<file path="src/rtl/arbmon_pkg.sv">
package arbmon_pkg;

    localparam int unsigned NUM_RULES = 4;
    localparam int unsigned HI_DEPTH  = 2;
    localparam int unsigned LO_DEPTH  = 1;
    localparam int unsigned WARM_MAX  = 2;
    localparam int unsigned WARM_W    = $clog2(WARM_MAX + 1);

    localparam int unsigned RULE_HOLD  = 0;
    localparam int unsigned RULE_MUTEX = 1;
    localparam int unsigned RULE_EXCL  = 2;
    localparam int unsigned RULE_SPUR  = 3;

    typedef logic [NUM_RULES-1:0] viol_t;

    typedef struct packed {
        logic req_hi;
        logic req_lo;
        logic gnt_hi;
        logic gnt_lo;
    } obs_t;

    typedef struct packed {
        logic [HI_DEPTH-1:0] hi;   // [0] = one cycle back, [1] = two cycles back
        logic [LO_DEPTH-1:0] lo;
        logic [WARM_W-1:0]   warm;
    } hist_t;

    function automatic logic aged(input logic [WARM_W-1:0] w, input int unsigned n);
        return 32'(w) >= n;
    endfunction

endpackage

</file>
<file path="src/rtl/arbmon_history.sv">
module arbmon_history
    import arbmon_pkg::*;
(
    input  logic  clk,
    input  logic  rst,
    input  obs_t  obs,
    output hist_t hist
);
    logic [HI_DEPTH-1:0] hi_q;
    logic [LO_DEPTH-1:0] lo_q;
    logic [WARM_W-1:0]   warm_q;

    always_ff @(posedge clk) begin
        if (rst) hi_q <= '0;
        else     hi_q <= {hi_q[HI_DEPTH-2:0], obs.req_hi};
    end

    generate
        if (LO_DEPTH == 1) begin : g_lo_single
            always_ff @(posedge clk) begin
                if (rst) lo_q <= '0;
                else     lo_q <= obs.req_lo;
            end
        end else begin : g_lo_chain
            always_ff @(posedge clk) begin
                if (rst) lo_q <= '0;
                else     lo_q <= {lo_q[LO_DEPTH-2:0], obs.req_lo};
            end
        end
    endgenerate

    always_ff @(posedge clk) begin
        if (rst)
            warm_q <= '0;
        else if (warm_q != WARM_MAX[WARM_W-1:0])
            warm_q <= warm_q + 1'b1;
    end

    always_comb begin
        hist.hi   = hi_q;
        hist.lo   = lo_q;
        hist.warm = warm_q;
    end
endmodule

</file>
<file path="src/rtl/arbmon_rules.sv">
module arbmon_rules
    import arbmon_pkg::*;
(
    input  obs_t  obs,
    input  hist_t hist,
    output viol_t flags,
    output logic  warn_now
);
    logic owed1, owed2, quiet2;

    always_comb begin
        owed1  = aged(hist.warm, 1) & hist.hi[0];
        owed2  = aged(hist.warm, 2) & hist.hi[1];
        quiet2 = aged(hist.warm, 2) & ~hist.hi[0] & ~hist.hi[1];

        flags             = '0;
        flags[RULE_HOLD]  = (owed1 | owed2) & ~obs.gnt_hi;
        flags[RULE_MUTEX] = obs.gnt_hi & obs.gnt_lo;
        flags[RULE_EXCL]  = obs.gnt_hi ? obs.gnt_lo : 1'b0;
        flags[RULE_SPUR]  = quiet2 & obs.gnt_hi;

        warn_now = aged(hist.warm, 1) & hist.hi[0] & ~hist.lo[0]
                 & ~obs.req_hi & ~obs.req_lo;
    end
endmodule

</file>
<file path="src/rtl/arbmon_report.sv">
module arbmon_report
    import arbmon_pkg::*;
(
    input  logic  clk,
    input  logic  rst,
    input  viol_t flags,
    input  logic  warn_now,
    output viol_t vec,
    output logic  err,
    output logic  pulse,
    output logic  warn
);
    always_ff @(posedge clk) begin
        if (rst) begin
            vec   <= '0;
            err   <= 1'b0;
            pulse <= 1'b0;
            warn  <= 1'b0;
        end else begin
            vec   <= flags;
            err   <= err | (|flags);
            pulse <= |(flags & ~vec);
            warn  <= warn_now;
        end
    end
endmodule

</file>
<file path="src/rtl/arbmon_top.sv">
module arbmon_top
    import arbmon_pkg::*;
(
    input  logic                 clk,
    input  logic                 rst,
    input  logic                 req_hi,
    input  logic                 req_lo,
    input  logic                 gnt_hi,
    input  logic                 gnt_lo,
    output logic [NUM_RULES-1:0] viol_vec,
    output logic                 err_sticky,
    output logic                 viol_pulse,
    output logic                 conflict_warn
);
    obs_t  obs;
    hist_t hist;
    viol_t flags;
    logic  warn_now;

    always_comb begin
        obs.req_hi = req_hi;
        obs.req_lo = req_lo;
        obs.gnt_hi = gnt_hi;
        obs.gnt_lo = gnt_lo;
    end

    arbmon_history u_hist (
        .clk  (clk),
        .rst  (rst),
        .obs  (obs),
        .hist (hist)
    );

    arbmon_rules u_rules (
        .obs      (obs),
        .hist     (hist),
        .flags    (flags),
        .warn_now (warn_now)
    );

    arbmon_report u_rep (
        .clk      (clk),
        .rst      (rst),
        .flags    (flags),
        .warn_now (warn_now),
        .vec      (viol_vec),
        .err      (err_sticky),
        .pulse    (viol_pulse),
        .warn     (conflict_warn)
    );
endmodule

</file>
<file path="config.mk">
export PLATFORM = sky130hd
export DESIGN_NAME = arbmon_top
export DESIGN_NICKNAME = d
export VERILOG_FILES = /design/src/rtl/arbmon_pkg.sv /design/src/rtl/arbmon_history.sv /design/src/rtl/arbmon_rules.sv /design/src/rtl/arbmon_report.sv /design/src/rtl/arbmon_top.sv
export SDC_FILE = /design/constraint.sdc
export NUM_CORES = 1
export LEC_CHECK = 0
export ABC_CLOCK_PERIOD_IN_PS = 1200
export BUFFER_PORTS_ARGS = -buffer_cell sky130_fd_sc_hd__buf_2
export CAP_MARGIN = 5
export CORE_AREA = 2 2 39 41
export DETAILED_ROUTE_END_ITERATION = 16
export DIE_AREA = 0 0 41 43
export PLACE_DENSITY = 0.57
export SYNTH_ARGS = -nofsm -noshare
export SYNTH_HDL_FRONTEND = slang
export SYNTH_SLANG_ARGS = --single-unit
</file>
<file path="constraint.sdc">
create_clock -name clk -period 1.2 [get_ports clk]
set_clock_uncertainty 0.05 [all_clocks]
set_input_delay 0.06 -clock clk [delete_from_list [all_inputs] [get_ports clk]]
set_output_delay 0.06 -clock clk [all_outputs]
set_load 0.005 [all_outputs]
</file>
## Word-level counts from Yosys, hierarchy flattened

Cells that the tools add are included.

| cells by class | value |
|---|---|
| add/sub/neg operators | 1 |
| $lt $le $gt $ge | 2 |
| equal/unequal tests | 1 |
| multiplexer cells | 1 |
| bitwise operators | 20 |
| reduce and logical (&&, ||, !) cells | 2 |

Operators by type and width:

| operator | count |
|---|---|
| 1-bit AND | 10 |
| 4-bit OR reduction | 2 |
| 1-bit inverter | 6 |
| 4-bit AND | 1 |
| 4-bit inverter | 1 |
| 2-bit by 1-bit adder with 2-bit output (second input constant) | 1 |
| 2-bit by 1-bit >= comparator with 1-bit output (second input constant) | 1 |
| 2-bit >= comparator (second input constant) | 1 |
| 2-bit inequality test (second input constant) | 1 |
| 1-bit OR | 2 |
| 1-bit two-way mux | 1 |

| word-level totals | value |
|---|---|
| bits in registers | 12 |
| output and inout bits | 7 |
| word-level logic and storage cells | 34 |

## Depth between registers and ports, before layout

| logic depth | value |
|---|---|
| word-level depth | 6 |
| gate-level depth with buffers | 5 |
| mapped depth without buffers | 5 |

## By module

A second synthesis with hierarchy kept.

| unflattened totals | value |
|---|---|
| cells, all modules | 45 |
| area total of the unflattened synthesis | 459.2 um^2 |

Modules (own cells, without submodules):

| module | times used | cells an instance | area each (um^2) | seq. area each (um^2) |
|---|---|---|---|---|
| arbmon_report | 1 | 20 | 226.5 | 140.1 |
| arbmon_history | 1 | 16 | 173.9 | 100.1 |
| arbmon_rules | 1 | 9 | 58.8 | 0.0 |

## Least setup slack after synthesis

OpenSTA, ideal clock, no wires.

| timing path | value |
|---|---|
| path type | register to register |
| start point | register u_hist.warm_q[0] |
| end point | register u_rep.pulse |
| setup time | 0.136 ns |
| arrival time | 1.050 ns |
| required time | 1.014 ns |
| slack | -0.036 ns |
| stages on the path, launching flop included | 6 |
| buffers on the path | 0 |
| clock period less this slack | 1.236 ns |
| cells stage by stage | dfxtp_1 -> inv_1 -> ha_1 -> o21a_2 -> o21ai_1 -> o221ai_1 |

| between the ends | value |
|---|---|
| longest elaborated chain between the ends | 6 |
| elaborated cells between the ends (all ways) | 11 |
| those cells by class | order compare (2); bitwise (8); reduce/logical (1) |

RTL lines:

| item | line | source |
|---|---|---|
| from (decl) | arbmon_history.sv:11 | `logic [WARM_W-1:0] warm_q;` |
| from (signal assigned) | arbmon_history.sv:36 | `warm_q <= warm_q + 1'b1;` |
| 2-bit by 1-bit >= comparator with 1-bit output or 2-bit >= comparator (tied branches) | arbmon_pkg.sv:30 | `return 32'(w) >= n;` |
| 1-bit AND, on equally long branches | arbmon_rules.sv:12, arbmon_rules.sv:13, arbmon_rules.sv:14 |  |
| 1-bit OR or 1-bit AND (tied branches) | arbmon_rules.sv:17, arbmon_rules.sv:14 |  |
| 1-bit AND, on equally long branches | arbmon_rules.sv:17, arbmon_rules.sv:20 |  |
| 4-bit AND * | arbmon_report.sv:22 | `pulse <= \|(flags & ~vec);` |
| 4-bit OR reduction * | arbmon_report.sv:22 |  |
| to (signal assigned) | arbmon_report.sv:22 |  |
| to (decl) | arbmon_report.sv:10 | `output logic pulse,` |

Mark *: on every way between the ends. The rest lies on a longest branch, timed or not.
A chain may end at the register's enable or synchronous reset.

## Worst setup path in the final report

| timing path | value |
|---|---|
| start point | register u_hist.warm_q[1] |
| end point | register u_rep.err |

| between the ends | value |
|---|---|
| longest elaborated chain between the ends | 6 |
| elaborated cells between the ends (all ways) | 11 |
| those cells by class | order compare (2); bitwise (8); reduce/logical (1) |

RTL lines:

| item | line | source |
|---|---|---|
| 2-bit by 1-bit >= comparator with 1-bit output or 2-bit >= comparator (tied branches) | arbmon_pkg.sv:30 |  |
| 1-bit AND, on equally long branches | arbmon_rules.sv:12, arbmon_rules.sv:13, arbmon_rules.sv:14 |  |
| 1-bit OR or 1-bit AND (tied branches) | arbmon_rules.sv:17, arbmon_rules.sv:14 |  |
| 1-bit AND, on equally long branches | arbmon_rules.sv:17, arbmon_rules.sv:20 |  |
| 4-bit OR reduction * | arbmon_report.sv:21 | `err <= err \| (\|flags);` |
| 1-bit OR * | arbmon_report.sv:21 |  |
| to (signal assigned) | arbmon_report.sv:21 |  |
| to (decl) | arbmon_report.sv:9 | `output logic err,` |

Marked as above.

==> impl_metrics.tcl <==
set metrics [dict create \
    outcome "finished, violations left" \
    violations "negative setup slack" \
    crit_fanout 4 \
    min_to "u_hist.warm_q[0]" \
    syn_area_um2 439 \
    cp_slowest_cell "dfxtp_2" \
    fillers 138 \
    drv_cap 0 \
    synth_area_leaders "dfxtp_1 (50%), ha_1 (5.7%), nor2b_1 (4.3%)" \
    vias 369 \
    timing.rr.start "u_hist.warm_q[1]" \
    total_power_mw 1.17 \
    cp-end-kind "flop" \
    synth_nets 51 \
    r2r-end "u_rep.err" \
    syn_to_final_growth_pct 43.0 \
    synth_warnings 0 \
    diodes 0 \
    cts_buffers 3 \
    antenna_left 0 \
    min_path_type "primary input to flop" \
    crit_family "flip-flops" \
    required_ns 1.33 \
    drtIter0Drc 1 \
    synth_top_flop_cell "dfxtp_1" \
    slew_headroom_pct 78.5 \
    track_usage_pct 13.3 \
    antenna_found_initial 0 \
    tns_ns -0.00292 \
    viasPerCell 4.50 \
    ys_seq_area_share_pct 50.1 \
    drcViolationCount 0 \
    synthArstFlopShare_pct 0 \
    max_freq_mhz 831 \
    hold_ws_ns 0.0345 \
    power_frac_clock_pct 21.7 \
    synth_common_cells "dfxtp_1 (11), inv_1 (4), nor2_1 (4)" \
    r2r_setup_slack_ns -0.003 \
    core_um2 1380 \
    syn_area_per_cell_um2 10.2 \
    wl_um 884 \
    grt_remaining_overflow 0 \
    clkSlewWorstSetupHoldPaths_ns 0.07 \
    ir_worst_vdd_mv 0.915 \
    rsz0062_at_grt "yes" \
    wl_per_cell_um 10.8 \
    grt_pass1_wl_um 1510 \
    worstHoldStart "rst" \
    p_int_mw 0.819 \
    p_per_area_nw_per_um2 1870 \
    grt_max_degree 10 \
    worstHoldPathCells 2 \
    cts_max_level 1 \
    num_io_pins 13 \
    synth_edf_count 0 \
    hold_viol 0 \
    fin_nets 75 \
    finalCriticalPeriod_ns 1.20 \
    power_frac_comb_pct 38.4 \
    drive_above_1_share_pct 48.5 \
    start_util_pct 31.7 \
    pwr-share-seq_pct 39.9 \
    die_area_um2 1760 \
    clk_latency_ns 0.27 \
    io_buffers 12 \
    switching_power_mw 0.356 \
    dp_hpwl_um 570 \
    cts_tree "built" \
    cellLeakagePower_nw 0.296 \
    setup_viol 1 \
    yosys_register_bits 11 \
    start_kind "flop" \
    yosysUniqueCellTypes 23 \
    reg2reg_depth 5 \
    drv_slew 0 \
    drt_pass1_iterations 2 \
    synth_cells 43 \
    routabilityCongestion 0.645 \
    die_w_um 41 \
    fin_crit_sh_pct 100 \
    path_cells "inv_2 -> ha_4 -> and2b_2 -> nor2_2 -> a221oi_2" \
    critical_path_buf_inv_count 1 \
    synth.most_common_cell "dfxtp_1" \
    yosys.area.top_type_share_pct 50.1 \
    root_buffer "clkbuf_4" \
    num_rows 14 \
    switching_share_pct 30.3 \
    preCtsSetupSlack_ns -0.0255 \
    clock-sinks 11 \
    tightestPinTransition_ns 0.321 \
    fp.dieH_um 43 \
    path_class "flop to flop" \
    synth_area_leader_cell "dfxtp_1" \
    grt_pass1_vias 370 \
    cts_buffer_depth 2 \
    fin_ws_ns -0.00292 \
    crit_path_max_incr_delay_ns 0.36 \
    worstPathArrival_ns 1.33 \
]
logic make-up (layout without fill, tap and decap cells):
group           after synthesis  after routing  synth area share, %
simple gates                 16             16                 20.8
mux                           1              1                 2.28
fa+ha+maj                     2              2                 5.70
compound gates                6              6                 11.4
flops                        11             11                 50.1
buf+inv                       6             29                 7.69
xor+xnor                      1              1                 1.99
state kept, by name, summed over array words and instances, names as in the netlist:
name           count
u_hist.lo_q        1
u_rep.err          1
u_rep.vec          3
u_rep.pulse        1
u_hist.warm_q      2
u_hist.hi_q        2
u_rep.warn         1
per-stage QoR:
step | cell area [um^2] | util [%] | cells
6_report | 628 | 45.4 | 82
5_1_grt | 628 | 45.4 | 82
4_1_cts | 618 | 44.7 | 82
3_5_place_dp | 533 | 38.5 | 73
3_3_place_gp | 533 | 38.5 | 73
2_1_floorplan | 442 | - | 43
worst max-delay path by stage:
stage	start	to	slack (ns)	cells after the start
finish	u_hist.warm_q[1]	u_rep.err	-0.003	5
global route	u_hist.warm_q[1]	u_rep.err	-0.07	5
global placement	u_hist.warm_q[1]	u_rep.err	-0.02	5
detailed placement	u_hist.warm_q[1]	u_rep.err	-0.03	5
floorplan	u_hist.warm_q[1]	u_rep.err	0.007	5
CTS	u_hist.warm_q[1]	u_rep.err	-0.04	5
cell type report:
cell class / count / area (um^2) / share of cell area, %
Clock buffer: 4 / 26.3 / 4.18
Inverter: 4 / 15.0 / 2.39
Multi-Input combinational cell: 26 / 206 / 32.9
Sequential cell: 11 / 223 / 35.5
Tap cell: 16 / 20.0 / 3.19
Timing Repair Buffer: 21 / 138 / 21.9
power groups by stage:
stage / registers, mW / logic (mW) / clock network (mW)
4_1_cts: 0.471 / 0.418 / 0.261
3_5_place_dp: 0.467 / 0.355 / 0
6_report: 0.469 / 0.450 / 0.255
3_3_place_gp: 0.464 / 0.354 / 0
2_1_floorplan: 0.472 / 0.197 / 0
5_1_grt: 0.479 / 0.512 / 0.286
layer usage:
metal  up-vias  track usage [%]  share of wire (%)
met5         -                0                  0
met1       166             14.9                 40
met4         0             8.00                4.2
li1        189                -                  -
met3         4             3.14                4.8
met2        10             21.3                 51
cell usage in the layout, fill, tap and decap left out, types with 2 or more instances in the layout:
cell type	synthesis	routed
dlygate4sd3_1	0	4
inv_2	0	2
nor3_1	2	2
dfxtp_2	0	2
dfxtp_1	11	9
nor2b_1	3	3
buf_2	0	12
buf_4	1	5
clkbuf_4	0	3
nor2_1	4	4
inv_1	4	2
timing repair:
| action | in CTS | in global routing |
|---|---|---|
| pin swaps | 2 | 2 |
| setup buffers | 1 | 0 |
| hold buffers | 4 | 0 |
| endpoints found under the hold margin | 4 | 0 |
| endpoints found under the setup margin | 2 | 3 |
| gates resized for setup | 6 | 1 |
(Power assumes the default switching activity.)
